**src/rtl/flash_iap_pkg.sv**
```systemverilog
// Shared opcodes and sizes for the flash programming controller.
package flash_iap_pkg;
    typedef enum logic [6:0] {
        OP_CHIP   = 7'h01,
        OP_BLOCK  = 7'h0D,
        OP_SECTOR = 7'h0B,
        OP_BYTE   = 7'h0E,
        OP_BURST  = 7'h06,
        OP_VERIFY = 7'h0C
    } iap_op_e;

    localparam logic [7:0] ERASE_KEY = 8'h55;
    localparam logic [7:0] ERASED    = 8'hFF;
endpackage

```
**src/rtl/iap_cmd_decode.sv**
```systemverilog
// Command decoder: checks the opcode, the erase key and the block address,
// and gives the busy duration. Purely combinational; assumes nonzero counts.
module iap_cmd_decode
    import flash_iap_pkg::*;
#(
    parameter int CNT_W    = 16,
    parameter int T_CHIP   = 40,
    parameter int T_BLOCK  = 30,
    parameter int T_SECTOR = 20,
    parameter int T_BYTE   = 5,
    parameter int T_BURST  = 4,
    parameter int T_VERIFY = 2
) (
    input  logic [6:0]       opcode,
    input  logic [7:0]       data_reg,
    input  logic [7:0]       addr_hi,
    output logic             cmd_ok,
    output logic [CNT_W-1:0] duration
);
    logic key_ok;
    logic blk_ok;

    assign key_ok = (data_reg == ERASE_KEY);
    assign blk_ok = (addr_hi[7] == 1'b0) || (addr_hi[7:4] == 4'hF);

    // Validity and timer length per operation
    always_comb begin
        cmd_ok   = 1'b0;
        duration = '0;
        case (opcode)
            OP_CHIP:   begin cmd_ok = key_ok;          duration = CNT_W'(T_CHIP);   end
            OP_BLOCK:  begin cmd_ok = key_ok && blk_ok; duration = CNT_W'(T_BLOCK);  end
            OP_SECTOR: begin cmd_ok = 1'b1;            duration = CNT_W'(T_SECTOR); end
            OP_BYTE:   begin cmd_ok = 1'b1;            duration = CNT_W'(T_BYTE);   end
            OP_BURST:  begin cmd_ok = 1'b1;            duration = CNT_W'(T_BURST);  end
            OP_VERIFY: begin cmd_ok = 1'b1;            duration = CNT_W'(T_VERIFY); end
            default:   begin cmd_ok = 1'b0;            duration = '0;               end
        endcase
    end
endmodule

```
**src/rtl/iap_busy_timer.sv**
```systemverilog
// Busy timer: loads a count on start and raises a one-cycle expiry when it
// has run that many cycles. Assumes start is only given while idle.
module iap_busy_timer #(
    parameter int CNT_W = 16
) (
    input  logic             clk,
    input  logic             rst_n,
    input  logic             start,
    input  logic [CNT_W-1:0] length,
    output logic             busy,
    output logic             expire
);
    logic [CNT_W-1:0] cnt_q;

    assign expire = busy && (cnt_q == '0);

    // Count down from length-1 while busy; drop busy on expiry
    always_ff @(posedge clk) begin
        if (!rst_n) begin
            busy  <= 1'b0;
            cnt_q <= '0;
        end else if (start) begin
            busy  <= 1'b1;
            cnt_q <= length - 1'b1;
        end else if (expire) begin
            busy  <= 1'b0;
        end else if (busy) begin
            cnt_q <= cnt_q - 1'b1;
        end
    end
endmodule

```
**src/rtl/iap_flash_array.sv**
```systemverilog
// Behavioural flash array. Resets to the erased state and applies an
// operation on the apply strobe. Programming only happens on erased bytes;
// the caller flags errors from rd_data.
module iap_flash_array
    import flash_iap_pkg::*;
#(
    parameter int MEM_AW  = 8,
    parameter int SECT_AW = 5
) (
    input  logic              clk,
    input  logic              rst_n,
    input  logic              apply,
    input  iap_op_e           op,
    input  logic [MEM_AW-1:0] idx,
    input  logic [7:0]        wdata,
    output logic [7:0]        rd_data
);
    localparam int DEPTH = 1 << MEM_AW;

    logic [7:0] mem [DEPTH];

    assign rd_data = mem[idx];

    // Per-entry erase and program update
    always_ff @(posedge clk) begin
        for (int i = 0; i < DEPTH; i++) begin
            if (!rst_n) begin
                mem[i] <= ERASED;
            end else if (apply) begin
                case (op)
                    OP_CHIP: mem[i] <= ERASED;
                    OP_BLOCK:
                        if (i[MEM_AW-1] == idx[MEM_AW-1]) mem[i] <= ERASED;
                    OP_SECTOR:
                        if ((i >> SECT_AW) == int'(idx >> SECT_AW)) mem[i] <= ERASED;
                    OP_BYTE, OP_BURST:
                        if (i == int'(idx) && mem[i] == ERASED) mem[i] <= wdata;
                    default: ;
                endcase
            end
        end
    end
endmodule

```
**src/rtl/flash_iap_ctrl.sv**
```systemverilog
// Flash programming controller top: register file, command acceptance,
// completion flags and the interrupt-1 source selection with gating.
// Assumes a single-cycle register write strobe from the core.
module flash_iap_ctrl
    import flash_iap_pkg::*;
#(
    parameter int CNT_W    = 16,
    parameter int MEM_AW   = 8,
    parameter int SECT_AW  = 5,
    parameter int T_CHIP   = 40,
    parameter int T_BLOCK  = 30,
    parameter int T_SECTOR = 20,
    parameter int T_BYTE   = 5,
    parameter int T_BURST  = 4,
    parameter int T_VERIFY = 2
) (
    input  logic       clk,
    input  logic       rst_n,
    input  logic       reg_we,
    input  logic [1:0] reg_addr,
    input  logic [7:0] reg_wdata,
    output logic [7:0] reg_rdata,
    input  logic       ext_int1,
    input  logic       int1_en,
    input  logic       glob_en,
    input  logic       it1_edge,
    output logic       int1_req
);
    logic [7:0]        addr_hi_q, addr_lo_q, data_q;
    iap_op_e           op_q;
    logic              irq_mode_q, done_q, err_q, src_q;
    logic              busy, expire, cmd_ok, accept, int1_src;
    logic [CNT_W-1:0]  duration;
    logic [7:0]        arr_rd;
    logic [MEM_AW-1:0] idx;

    assign idx    = {addr_hi_q[7], addr_lo_q[MEM_AW-2:0]};
    assign accept = reg_we && !busy && (reg_addr == 2'd3) && cmd_ok;

    iap_cmd_decode #(
        .CNT_W(CNT_W), .T_CHIP(T_CHIP), .T_BLOCK(T_BLOCK), .T_SECTOR(T_SECTOR),
        .T_BYTE(T_BYTE), .T_BURST(T_BURST), .T_VERIFY(T_VERIFY)
    ) i_dec (
        .opcode(reg_wdata[6:0]), .data_reg(data_q), .addr_hi(addr_hi_q),
        .cmd_ok(cmd_ok), .duration(duration)
    );

    iap_busy_timer #(.CNT_W(CNT_W)) i_tmr (
        .clk(clk), .rst_n(rst_n), .start(accept), .length(duration),
        .busy(busy), .expire(expire)
    );

    iap_flash_array #(.MEM_AW(MEM_AW), .SECT_AW(SECT_AW)) i_arr (
        .clk(clk), .rst_n(rst_n), .apply(expire), .op(op_q), .idx(idx),
        .wdata(data_q), .rd_data(arr_rd)
    );

    // Register writes while idle, command latch, completion flags
    always_ff @(posedge clk) begin
        if (!rst_n) begin
            addr_hi_q  <= '0;
            addr_lo_q  <= '0;
            data_q     <= '0;
            op_q       <= OP_VERIFY;
            irq_mode_q <= 1'b0;
            done_q     <= 1'b0;
            err_q      <= 1'b0;
        end else if (expire) begin
            done_q <= 1'b1;
            if (op_q == OP_VERIFY) data_q <= arr_rd;
            if ((op_q == OP_BYTE || op_q == OP_BURST) && arr_rd != ERASED) err_q <= 1'b1;
        end else if (reg_we && !busy) begin
            case (reg_addr)
                2'd0: addr_hi_q <= reg_wdata;
                2'd1: addr_lo_q <= reg_wdata;
                2'd2: data_q    <= reg_wdata;
                default:
                    if (cmd_ok) begin
                        op_q       <= iap_op_e'(reg_wdata[6:0]);
                        irq_mode_q <= reg_wdata[7];
                        done_q     <= 1'b0;
                        err_q      <= 1'b0;
                    end
            endcase
        end
    end

    // Previous interrupt source level for edge detection
    always_ff @(posedge clk) begin
        if (!rst_n) src_q <= 1'b0;
        else        src_q <= int1_src;
    end

    assign int1_src = irq_mode_q ? done_q : ext_int1;
    assign int1_req = int1_en && glob_en &&
                      (it1_edge ? (int1_src && !src_q) : int1_src);

    // Register read mux
    always_comb begin
        case (reg_addr)
            2'd0:    reg_rdata = addr_hi_q;
            2'd1:    reg_rdata = addr_lo_q;
            2'd2:    reg_rdata = data_q;
            default: reg_rdata = {5'b0, err_q, done_q, busy};
        endcase
    end
endmodule

```
**config.mk**
```make
export PLATFORM = sky130hd
export DESIGN_NAME = flash_iap_ctrl
export DESIGN_NICKNAME = d
export VERILOG_FILES = /design/src/rtl/flash_iap_pkg.sv /design/src/rtl/iap_cmd_decode.sv /design/src/rtl/iap_busy_timer.sv /design/src/rtl/iap_flash_array.sv /design/src/rtl/flash_iap_ctrl.sv
export SDC_FILE = /design/constraint.sdc
export NUM_CORES = 2
export LEC_CHECK = 0
export ABC_AREA = 0
export BUFFER_PORTS_ARGS = -buffer_cell sky130_fd_sc_hd__clkbuf_2
export CAP_MARGIN = 30
export CELL_PAD_IN_SITES_DETAIL_PLACEMENT = 1
export CELL_PAD_IN_SITES_GLOBAL_PLACEMENT = 1
export CORE_ASPECT_RATIO = 1.2
export CORE_MARGIN = 5
export CORE_UTILIZATION = 58
export CTS_CLUSTER_DIAMETER = 40
export DETAILED_ROUTE_END_ITERATION = 10
export PLACE_DENSITY = 0.87
export SYNTH_ARGS = -nofsm -noshare
export SYNTH_HDL_FRONTEND = slang
export SYNTH_SLANG_ARGS = --single-unit
export TNS_END_PERCENT = 10
```
**constraint.sdc**
```tcl
create_clock -name clk -period 6.7 [get_ports clk]
set_input_delay 1.34 -clock clk [delete_from_list [all_inputs] [get_ports clk]]
set_output_delay 1.34 -clock clk [all_outputs]
set_load 0.02 [all_outputs]
```
# [Word level (Yosys, flattened, before mapping)]
# Memory sizes are Yosys's and may differ from the RTL's.
# Index checks and enable logic that the tools add are counted.
# W data, S select, Z words.
[totals] ff_bits=52 latch_bits=0 mem_bits_rw=2048 romBits=0 input_bits=17 out_inout_bits=9 elab_cells=4247 n_memories=1
[mem_list] memory="i_arr.mem" words=256 width=8 read_ports=257 rd_ports_with_merged_regs=0 write_ports=256 line="iap_flash_array.sv:20" rtl="logic [7:0] mem [DEPTH];"
[classes] add_sub_neg=2 n_mul=0 div_mod_pow=0 n_lt_le_gt_ge=0 eq_ne=540 shift=0 n_mux=2379 bitwise=1027 reduce_logical=288
[ops] operator="$mux W8" n=1028
[ops] operator="$eq A8 B8 Y1 const B" n=256
[ops] operator="$mux W1" n=1345
[ops] operator="$eq A8 B8 Y1 const A" n=128
[ops] operator="$or A1 B1 Y1" n=1024
[ops] operator="$eq A7 B8 Y1 const A" n=64
[ops] operator="$logic_and A1 B1 Y1" n=265
[ops] operator="$eq A6 B8 Y1 const A" n=32
[ops] operator="$eq A5 B8 Y1 const A" n=16
[ops] operator="$eq A4 B8 Y1 const A" n=8
[ops] operator="$eq A7 B4 Y1 const B" n=8
[ops] operator="$mux W16" n=3
[ops] operator="$pmux W6 S6" n=1
[ops] operator="$eq A3 B8 Y1 const A" n=4
[ops] operator="$logic_not A32 Y1" n=1
[ops] operator="$pmux W8 S3" n=1
[ops] operator="$eq A2 B8 Y1 const A" n=2
[ops] operator="$logic_not A16 Y1" n=1
[ops] operator="$sub A16 B1 Y16 const B" n=1
[ops] operator="$eq A7 B1 Y1 const B" n=2
[ops] operator="$eq A7 B3 Y1 const B" n=2
[ops] operator="$eq A3 B3 Y1 const A" n=4
[ops] operator="$reduce_and A3 Y1" n=4
[ops] operator="$reduce_bool A2 Y1" n=5
[ops] operator="21 further kinds" n=31

# [Longest topological paths before layout]
[logic_depth] depth_word=9 depth_mapped=12 ltp_nobuf=9

# [By module]
# From an unflattened synthesis, not the netlist that was laid out.
[unflattened] hier_cells=7287 area_unflattened_um2=101643.7
[modules_own_cells] module="iap_flash_array" instances=1 cells_each=6901 area_per_inst_um2=98266.7 seq_area_each_um2=61499.0
[modules_own_cells] module="flash_iap_ctrl" instances=1 cells_each=188 area_per_inst_um2=1719.1 seq_area_each_um2=700.7
[modules_own_cells] module="iap_busy_timer" instances=1 cells_each=164 area_per_inst_um2=1396.3 seq_area_each_um2=340.3
[modules_own_cells] module="iap_cmd_decode" instances=1 cells_each=34 area_per_inst_um2=261.5 seq_area_each_um2=0.0

# [Worst setup path after synthesis]
# No wires, ideal clock.
[synth_path] kind="input to output" startpoint="in reg_addr[0]" endpoint="out reg_rdata[3]" arrival_ns=2.308 required_time_ns=5.360 slack_ns=3.052 cell_stages=3 path_buffers=1 path_cell_list="buf_1 -> mux2i_1 -> o21ai_0"
[synth_between] elab_chain_len=2 elab_cells_between_ends=4 cone_classes="eq/ne: 2; mux: 1; reduce/logical: 1"
[synth_lines] element="start: declaration" line="flash_iap_ctrl.sv:20" rtl="input logic [1:0] reg_addr,"
[synth_lines] element="$eq A2 B2 Y1 (tied with other cells)" line="flash_iap_ctrl.sv:100" rtl="case (reg_addr)"
[synth_lines] element="$pmux W8 S3 *" line="flash_iap_ctrl.sv:100"
[synth_lines] element="end: declaration" line="flash_iap_ctrl.sv:22" rtl="output logic [7:0] reg_rdata,"
# Every way passes the cells marked *; elsewhere a longest branch is shown, timed or not.

==> impl_results.md <==
* Status: finished clean
* Hold path endpoint: err_q$_SDFFE_PN0P_
* Power Dens Cells at approximately 270 mW/mm2
* Top Family by Delay on Critical Path: simple AND/OR/NAND/NOR gates
* Post-Synthesis Cell Area at about 0.10 mm2
* Area of the core at between 0.15 and 0.2 mm2
* # DRC at 0
* Fmax at roughly 200 MHz
* Chip Height at about 470 um
* Hold path depth at 2
* Worst EP arrival at ~5.7 ns
* Worst setup path class: reg -> reg
* Worst-path clk slew at roughly 0.060 ns
* I/O pins at 26
* Die Wd at roughly 400 um
* Clk_skew at between 0.08 and 0.09 ns
* Slowest stage delay, CP at 1.00 ns
* Slew Limit Fails at 0
* Fill cells at around 15,000
* CTS tree: done
* NetSw at approximately 7000 uW
* HPWL after DPL at just over 200,000 um
* Congestion Overflow GR at 0
* Sw Ratio at 23.0%
* Final WS setup at ~1.6 ns
* Asr flop ratio synth at 0%
* Internal at about 23,000 uW
* GR Util All Layers at 37.5%
* Number of setup buffers added after CTS at 0
* CTS sink count at between 2,000 and 2,500
* Worst path required time at 7.29 ns
* Actual slew at the worst max-slew pin at around 1.4 ns
* Combinational share of power at 3.4%
* Slowest stage cell, crit path: or4_1
* Buf/Inv on CP at 0
* R2R Path Start: i_tmr.cnt_q[2]$_SDFFE_PN0P_
* Fraction of layout cells with a size suffix above 1 at approximately 44%
* Total CTS buffers at 277
* Clock latency on the worst-skew pair at around 0.96 ns
* Post_cts resized at 0
* Max VDD drop at 215 uV
* Row count at approximately 170
* Prevailing post-synth register cell: edfxtp_1
* Die Area at ~0.18 mm2
* Power share of the sequential group at 47.2%
* Drt wl/cell at 36.7 um
* Synthesis-to-finish area growth at 10.9%
* CP max FO at 16
* Pleak at approximately 0.031 uW
* Final Util at between 60% and 70%
* Wirelength, routed at 346,000 um
* Layout Nets at 6,918
* Synth Warn # at 0
* Clock share of power at 49.4%
* Initial antenna violation count at 32
* DP Area at between 0.1 and 0.15 mm2
* Worst setup EP type: flop
* Area leader, netlist: edfxtp_1
* Syn Inst Count at slightly above 7,000
* Worst min path class: reg -> reg
* Setup WS pre-CTS at roughly 1.8 ns
* Vias in the first global route at between 70,000 and 80,000
* R2R depth at 8
* Synth Net Count at 7,217
* Worst slew margin at approximately 8.7%
* First DRT Iteration DRCs at just over 9,000
* Count leader, synth: edfxtp_1
* Total negative setup slack at 0 ns
* Top-area cell type share of the netlist area at 61.1%
* PortBufs at 25
* First-pass GRT wire length at between 500,000 and 600,000 um
* H-Tree Depth at 5
* Max Root-Sink Buffers at 4
* Post-Layout Inst Area at around 0.11 mm2
* Hold-fix buffers, CTS at 0
* Root Driver: clkbuf_16
* Startpoint types: flop
* R2R Setup Slk at 1.57 ns
* Max-cap violations at 0
* Unrepaired setup endpoints after global routing: false
* Synth area leaders: edfxtp_1 (61%), or2_2 (13%), mux4_2 (12%)
* Crit path depth at 8
* Post-synthesis cell type count at 50
* CP Cell Sequence: nor4_1, and2_1, nand4_4, nor3_4, nor3b_4, nand3_2, or4_1, nand2_1
* Period utilization at between 70% and 80%
* Via Count at about 69,000
* Largest net degree at the start of global routing at around 160
* GPL Wtd Cong at 0.938
* HP Start: err_q$_SDFFE_PN0P_
* Number of flops mapped to enable cells by yosys at ~2,000
* Post-layout minimum cycle time at 5.13 ns
* Synth top cells by count: edfxtp_1 (2,048), or2_2 (2,016), clkbuf_1 (634)
* Drt first pass iters at 7
* Initial Util at about three fifths
* Number of vias per cell at ~7.3
* Final setup fails at 0
* Count of final hold-check violations at 0
* Post-route antenna net violation count at 0
* Sequential share of the synthesized area at 62.1%
* Reg2reg end: i_arr.mem[35][5]$_SDFFCE_PN1P_
* Avg Inst Size Synth at ~14 um2
* #FFs+latches synth at ~2,100
-- state kept, by name (all words and copies together), names as in the netlist --
| name | flops |
|---|---|
| err_q | 1 |
| done_q | 1 |
| i_arr.mem | 2048 |
| op_q | 7 |
| irq_mode_q | 1 |
| addr_lo_q | 8 |
| data_q | 8 |
| src_q | 1 |
| i_tmr.busy | 1 |
| i_tmr.cnt_q | 16 |
| addr_hi_q | 8 |
-- per-layer routing --
metal | GRT usage [%] | part of all wire (%)
met1 | 42.6 | 32
met2 | 61.5 | 49
met3 | 9.99 | 11
met4 | 27.6 | 8.4
met5 | 0 | 0.028
-- worst max-delay path by stage --
stage	endpoint	startpoint
after floorplan	reg_rdata[3]	reg_addr[0]
after global placement	i_arr.mem[19][4]$_SDFFCE_PN1P_	rst_n
after detailed placement	i_arr.mem[179][4]$_SDFFCE_PN1P_	rst_n
after CTS	i_arr.mem[35][5]$_SDFFCE_PN1P_	i_tmr.cnt_q[2]$_SDFFE_PN0P_
after global routing	i_arr.mem[35][5]$_SDFFCE_PN1P_	i_tmr.cnt_q[2]$_SDFFE_PN0P_
final	i_arr.mem[35][5]$_SDFFCE_PN1P_	i_tmr.cnt_q[2]$_SDFFE_PN0P_
-- power by group through the flow --
| stage | Sequential (uW) | Clock [uW] | Combinational [uW] |
|---|---|---|---|
| 6_report | 14400 | 15100 | 1030 |
| 5_1_grt | 14400 | 15700 | 1040 |
| 4_1_cts | 14400 | 15000 | 977 |
| 3_5_place_dp | 14700 | 0 | 953 |
| 3_3_place_gp | 14700 | 0 | 898 |
| 2_1_floorplan | 14600 | 0 | 605 |
-- tightest hold or removal path, stage by stage (launching register included) --
cell and delay [ns]:
dfxtp_1 0.32, nand3_1 0.06, nand2_1 0.05
-- area by class of cell --
| cell class | instances | area [um2] | share of cell area [%] |
|---|---|---|---|
| antenna | 77 | 193 | 0.173 |
| clock buffer | 315 | 7360 | 6.60 |
| clock inverter | 157 | 1700 | 1.53 |
| inverter | 7 | 26.3 | 0.0236 |
| multi-input combinational | 4377 | 35600 | 31.9 |
| sequential | 2100 | 62600 | 56.1 |
| tap | 2281 | 2850 | 2.56 |
| timing repair buffer | 135 | 1290 | 1.16 |
-- metrics by stage --
step	power, uW	hold WS [ns]	std cells
finish	30500	0.485	9449
global route	31200	0.508	9406
CTS	30400	0.482	9364
detailed placement	15600	0.460	8892
global placement	15600	0.446	8887
floorplan	15200	0.427	7197
-- cells by family after synthesis --
group	after synthesis	synth area share, %
flip-flops	2100	62.1
adder cells (fa/ha/maj)	3	0.0373
buffers and inverters	720	2.70
XOR/XNOR	15	0.131
AND/OR/NAND/NOR	3328	19.9
AO/OA/AOI/OAI	496	3.32
multiplexers	535	11.7
-- layout by cell type, fill, tap and decap left out, types with 83 or more instances in the layout --
master,Yosys,routed
mux4_2,515,515
buf_4,0,83
nand2_1,387,377
a21oi_1,146,142
or2_2,2016,2016
a22oi_1,256,256
or4_1,217,217
edfxtp_1,2048,2048
clkbuf_16,0,290
nand4_1,524,524
No activity file was read; power rests on OpenSTA's default activity.
